### src/rtl/pic_pkg.sv
package pic_pkg;
  localparam int NSRC     = 71;
  localparam int NTGT     = 2;
  localparam int PRIO_W   = 4;
  localparam int DW       = 32;
  localparam int AW       = 8;
  localparam int IDX_W    = $clog2(NSRC);
  localparam int BASE_W   = DW - IDX_W - 4;

  // field positions in a source word
  localparam int B_EN     = 16;
  localparam int B_TGT    = 17;
  localparam int B_POL    = 18;
  localparam int B_POL_WE = 25;
  localparam int B_EN_WE  = 26;
  localparam int B_TGT_WE = 27;
  localparam int B_PRI_WE = 28;

  typedef struct packed {
    logic              pol;
    logic              tgt;
    logic              en;
    logic [PRIO_W-1:0] prio;
  } src_cfg_t;

  // apply a guarded write to one source word
  function automatic src_cfg_t merge_write(src_cfg_t cur, logic [DW-1:0] d);
    src_cfg_t n;
    n = cur;
    if (d[B_PRI_WE]) n.prio = d[PRIO_W-1:0];
    if (d[B_EN_WE])  n.en   = d[B_EN];
    if (d[B_TGT_WE]) n.tgt  = d[B_TGT];
    if (d[B_POL_WE]) n.pol  = d[B_POL];
    return n;
  endfunction

  function automatic logic [DW-1:0] show_src(src_cfg_t c);
    logic [DW-1:0] w;
    w = '0;
    w[PRIO_W-1:0] = c.prio;
    w[B_EN]       = c.en;
    w[B_TGT]      = c.tgt;
    w[B_POL]      = c.pol;
    return w;
  endfunction

  function automatic logic eligible(src_cfg_t c, logic lvl, logic tsel,
                                    logic [PRIO_W-1:0] thr);
    return lvl && c.en && (c.tgt == tsel) && (c.prio > thr);
  endfunction

  function automatic logic [DW-1:0] show_vec(logic [BASE_W-1:0] b,
                                             logic [IDX_W-1:0] i);
    return {b, 1'b0, i, 3'b000};
  endfunction
endpackage

### src/rtl/pic_src_bank.sv
module pic_src_bank
  import pic_pkg::*;
(
  input  logic                   clk,
  input  logic                   rst_n,
  input  logic                   wr_en,
  input  logic [IDX_W-1:0]       wr_idx,
  input  logic [DW-1:0]          wr_data,
  output src_cfg_t [NSRC-1:0]    cfg
);
  for (genvar i = 0; i < NSRC; i++) begin : g_src
    if (i == 0) begin : g_rsvd
      // reserved "nothing pending" code: no storage
      assign cfg[i] = '0;
    end else begin : g_live
      src_cfg_t q;
      always_ff @(posedge clk or negedge rst_n) begin
        if (!rst_n)
          q <= '0;
        else if (wr_en && wr_idx == IDX_W'(i))
          q <= merge_write(q, wr_data);
      end
      assign cfg[i] = q;
    end
  end
endmodule

### src/rtl/pic_pick.sv
module pic_pick
  import pic_pkg::*;
#(
  parameter int TGT = 0
)(
  input  src_cfg_t [NSRC-1:0] cfg,
  input  logic [NSRC-1:0]     lvl,
  input  logic [PRIO_W-1:0]   thr,
  output logic                hit,
  output logic [IDX_W-1:0]    idx
);
  localparam logic TSEL = 1'(TGT);

  logic [PRIO_W-1:0] best;

  // ascending scan, strict compare keeps the lowest index on ties
  always_comb begin
    best = '0;
    hit  = 1'b0;
    idx  = '0;
    for (int i = 1; i < NSRC; i++) begin
      if (eligible(cfg[i], lvl[i], TSEL, thr) && (!hit || cfg[i].prio > best)) begin
        hit  = 1'b1;
        best = cfg[i].prio;
        idx  = IDX_W'(i);
      end
    end
  end
endmodule

### src/rtl/prio_irq_ctrl.sv
module prio_irq_ctrl
  import pic_pkg::*;
(
  input  logic              clk,
  input  logic              rst_n,
  input  logic [NSRC-1:0]   req_i,
  input  logic              bus_wr,
  input  logic [AW-1:0]     bus_addr,
  input  logic [DW-1:0]     bus_wdata,
  output logic [DW-1:0]     bus_rdata,
  output logic [NTGT-1:0]   irq_o
);
  localparam logic [AW-1:0] A_THR0 = AW'(8'h80);
  localparam logic [AW-1:0] A_VEC0 = AW'(8'h80 + NTGT);

  src_cfg_t [NSRC-1:0]               cfg;
  logic [NSRC-1:0]                   lvl;
  logic [NTGT-1:0][PRIO_W-1:0]       mask_q;
  logic [NTGT-1:0][BASE_W-1:0]       base_q;
  logic [NTGT-1:0][IDX_W-1:0]        win_q;
  logic [NTGT-1:0]                   irq_q;

  logic                              sel_src;
  logic [IDX_W-1:0]                  src_idx;

  assign sel_src = (bus_addr < AW'(NSRC));
  assign src_idx = bus_addr[IDX_W-1:0];

  pic_src_bank u_bank (
    .clk     (clk),
    .rst_n   (rst_n),
    .wr_en   (bus_wr && sel_src),
    .wr_idx  (src_idx),
    .wr_data (bus_wdata),
    .cfg     (cfg)
  );

  // polarity correction ahead of all other logic
  for (genvar i = 0; i < NSRC; i++) begin : g_pol
    assign lvl[i] = req_i[i] ^ cfg[i].pol;
  end

  for (genvar t = 0; t < NTGT; t++) begin : g_tgt
    logic [PRIO_W-1:0] thr_r;
    logic [BASE_W-1:0] base_r;
    logic [IDX_W-1:0]  win_r;
    logic              irq_r;
    logic              hit;
    logic [IDX_W-1:0]  idx;

    pic_pick #(.TGT(t)) u_pick (
      .cfg (cfg),
      .lvl (lvl),
      .thr (thr_r),
      .hit (hit),
      .idx (idx)
    );

    always_ff @(posedge clk or negedge rst_n) begin
      if (!rst_n) begin
        thr_r  <= '0;
        base_r <= '0;
        win_r  <= '0;
        irq_r  <= 1'b0;
      end else begin
        if (bus_wr && bus_addr == A_THR0 + AW'(t))
          thr_r <= bus_wdata[PRIO_W-1:0];
        if (bus_wr && bus_addr == A_VEC0 + AW'(t))
          base_r <= bus_wdata[DW-1 -: BASE_W];
        win_r <= idx;
        irq_r <= hit;
      end
    end

    assign mask_q[t] = thr_r;
    assign base_q[t] = base_r;
    assign win_q[t]  = win_r;
    assign irq_q[t]  = irq_r;
  end

  always_comb begin
    bus_rdata = '0;
    if (sel_src)
      bus_rdata = show_src(cfg[src_idx]);
    for (int t = 0; t < NTGT; t++) begin
      if (bus_addr == A_THR0 + AW'(t))
        bus_rdata = DW'(mask_q[t]);
      if (bus_addr == A_VEC0 + AW'(t))
        bus_rdata = show_vec(base_q[t], win_q[t]);
    end
  end

  assign irq_o = irq_q;
endmodule

### config.mk
export PLATFORM = sky130hd
export DESIGN_NAME = prio_irq_ctrl
export DESIGN_NICKNAME = d
export VERILOG_FILES = /design/src/rtl/pic_pkg.sv /design/src/rtl/pic_src_bank.sv /design/src/rtl/pic_pick.sv /design/src/rtl/prio_irq_ctrl.sv
export SDC_FILE = /design/constraint.sdc
export NUM_CORES = 2
export LEC_CHECK = 0
export ABC_CLOCK_PERIOD_IN_PS = 327300
export BUFFER_PORTS_ARGS = -buffer_cell sky130_fd_sc_hd__clkbuf_2
export CORE_MARGIN = 2
export CORE_UTILIZATION = 60
export CTS_BUF_LIST = sky130_fd_sc_hd__clkbuf_2
export DETAILED_ROUTE_END_ITERATION = 10
export GPL_TIMING_DRIVEN = 0
export PLACE_DENSITY = 0.77
export SLEW_MARGIN = 25
export SYNTH_ARGS = -nofsm -noshare
export SYNTH_HDL_FRONTEND = slang
export SYNTH_HIERARCHICAL = 1
export SYNTH_SLANG_ARGS = --single-unit
### constraint.sdc
create_clock -name clk -period 327.3 [get_ports clk]
set_input_delay 16.365 -clock clk [delete_from_list [all_inputs] [get_ports clk]]
set_output_delay 16.365 -clock clk [all_outputs]
set_load 0.02 [all_outputs]
==> summary.txt <==
status: complete, no violations
Period minus WS final: 140.48 ns
Comb power frac: 25.8%
FF-to-FF path depth: 557
Non-Filler Instances: 10344
CP most frequent cell: a21oi_1
Reg-to-Reg Start: g_tgt[1].thr_r[2]
IO Count: 148
Fin Hold WS: 0.512 ns
sw power: 0.0624 mW
layout cells sized above 1: 16.9%
Total Routing Usage GR: 43.8%
Slew Limit Fails: 0
Pre-antenna DRT Iters: 9
first-pass GRT wire length: 412000 µm
Hold Path Sink: g_tgt[0].base_r[17]
Hold Startpoint: g_tgt[0].base_r[17]
peak supply drop: 0.00360 mV
worst slew pin tran: 1.23 ns
pin count of the biggest net entering global routing: 90
Critical Path Fanout Max: 10
Min-Delay Path Class: reg2reg
Pwr per Cell Area: 2.22 nW/µm²
die height: 351 µm
Worst-Skew Late Latency: 1.54 ns
sequential power share: 43.0%
die footprint: 123000 µm²
CTS sink cnt: 556
post-detail-place hpwl: 217000 µm
element type at the critical path start: input port
net switching share of the total power: 36.6%
CTS tree: yes
DRC: 0
nature of the critical path endpoint: flip-flop
Min-Delay Path Depth: 1
via count: 73900
DR vias/cell: 7.14
Starting Density: 60.3%
worst slew margin relative to its limit: 16.2%
Syn Area/Cell: 8.68 µm²
core area: 120000 µm²
Crit Path Class: in2reg
crit path DAT: 141.74 ns
routability cong.: 1.07
drt total wl: 279000 µm
CTS root buf: clkbuf_2
critical path's slowest cell: a211oi_1
drt first-iter violations: 8978
Die X: 351 µm
Finish-stage setup viols: 0
ANT nets after route: 0
r2r setup slk: 200.30 ns
fmax: 0.00712 GHz
Final Net Count: 9729
clock tree buffer depth: 3
placed cell count: 10091
grt total ovfl: 0
synth warn: 6
max-cap viol count: 0
Clk pin slew, worst setup/hold paths: 0.09 ns
Slowest Stage Delay on Critical Path: 0.79 ns
WL per Instance: 27.0 µm
LEAKAGE: 34.6 nW
clock group share of total power: 31.2%
Tcrit/Tclk final: 42.9%
H-tree depth: 4
Synth Cell Area: 72200 µm²
Port Buffers: 138
Hold-fix buffers, CTS: 0
unrepaired setup endpoints after global routing: false
Data required, critical path: 328.56 ns
internal power: 0.108 mW
post-CTS setup buffer count: 0
cells after synthesis: 8319
clock buffer count from CTS: 144
vias in the first global route: 68777
Final Hold Fails: 0
skew final: 0.145 ns
Post-CTS Resized: 0
synthesis-to-finish area growth: 6.44%
Crit Reg-Reg Endpoint: g_tgt[1].win_r[3]
total negative slack: 0 ns
antenna violations before repair: 19
site row count: 127
worst max-delay path: cells and delay by family:
kind,cells,cell delay (ns)
adder cells (fa/ha/maj),76,23.60
AO/OA/AOI/OAI,295,69.55
buffers and inverters,41,5.26
XOR/XNOR,1,0.19
AND/OR/NAND/NOR,120,19.67
multiplexers,22,7.05
worst max-delay path by stage:
stage | start | endpoint | slack (ns) | cells past startpoint
5_1_grt | req_i[1] | g_tgt[1].win_r[3] | 177.12 | 559
3_5_place_dp | req_i[1] | g_tgt[1].win_r[3] | 187.09 | 556
4_1_cts | req_i[1] | g_tgt[1].win_r[3] | 187.78 | 556
3_3_place_gp | req_i[1] | g_tgt[1].win_r[3] | 188.74 | 553
2_1_floorplan | req_i[1] | g_tgt[1].win_r[3] | 205.77 | 550
6_report | req_i[1] | g_tgt[1].win_r[3] | 186.82 | 555
power by group through the flow:
stage / clock [mW] / sequential (mW) / combinational (mW)
finish: 0.0533 / 0.0733 / 0.0440
global route: 0.0562 / 0.0734 / 0.0472
CTS: 0.0525 / 0.0731 / 0.0420
detailed placement: 0 / 0.0744 / 0.0418
global placement: 0 / 0.0746 / 0.0392
floorplan: 0 / 0.0729 / 0.0277
cell type report:
type	instances	area [µm²]
Fill cell	10261	42800
Inverter	517	1970
Buffer	261	1290
Antenna cell	14	35.0
Multi-Input combinational cell	6991	55100
Sequential cell	556	13900
Clock buffer	204	1020
Clock inverter	35	330
Timing Repair Buffer	154	1100
Tap cell	1612	2020
state kept, by name (all words and copies together) (netlist names):
name          count
g_tgt.win_r      14
u_bank/cfg      490
g_tgt.base_r     42
g_tgt.thr_r       8
g_tgt.irq_r       2
cells in the final DEF (no fill, tap or decap), types with 51 or more instances in the layout:
cell type,count
o31ai_1,70
ha_1,990
nor3_1,120
inv_1,510
buf_2,73
o21ai_0,471
mux2_2,612
and2_1,105
xor2_1,70
nand2b_1,178
nand2_1,441
nand4_1,190
nor2b_1,262
o211ai_1,95
clkbuf_1,125
a21o_1,108
a21oi_1,543
mux2i_1,111
clkbuf_2,342
o311ai_0,57
nor2_1,442
a31oi_1,97
a21boi_0,51
o21a_1,144
nand3_1,451
mux4_2,98
dfrtp_1,554
nand4b_1,51
and3_1,69
a211oi_1,68
through the flow:
| step | setup WS, ns | cell area, µm² | utilization [%] | power [mW] |
|---|---|---|---|---|
| finish | 186.82 | 76800 | 64.2 | 0.170 |
| global route | 177.12 | 76800 | 64.2 | 0.177 |
| CTS | 187.78 | 76700 | 64.1 | 0.168 |
| detailed placement | 187.09 | 75400 | 63.0 | 0.116 |
| global placement | 188.74 | 74900 | 62.6 | 0.114 |
| floorplan | 205.77 | 72200 | - | 0.101 |
per-layer routing:
layer	up-vias	track usage (%)	wire, µm
li1	32781	-	-
met1	35372	55.5	108000
met2	4665	66.0	117000
met3	1064	14.2	35700
met4	18	23.8	18000
met5	-	0	119
Note: power is estimated with default switching activity, not from simulation.
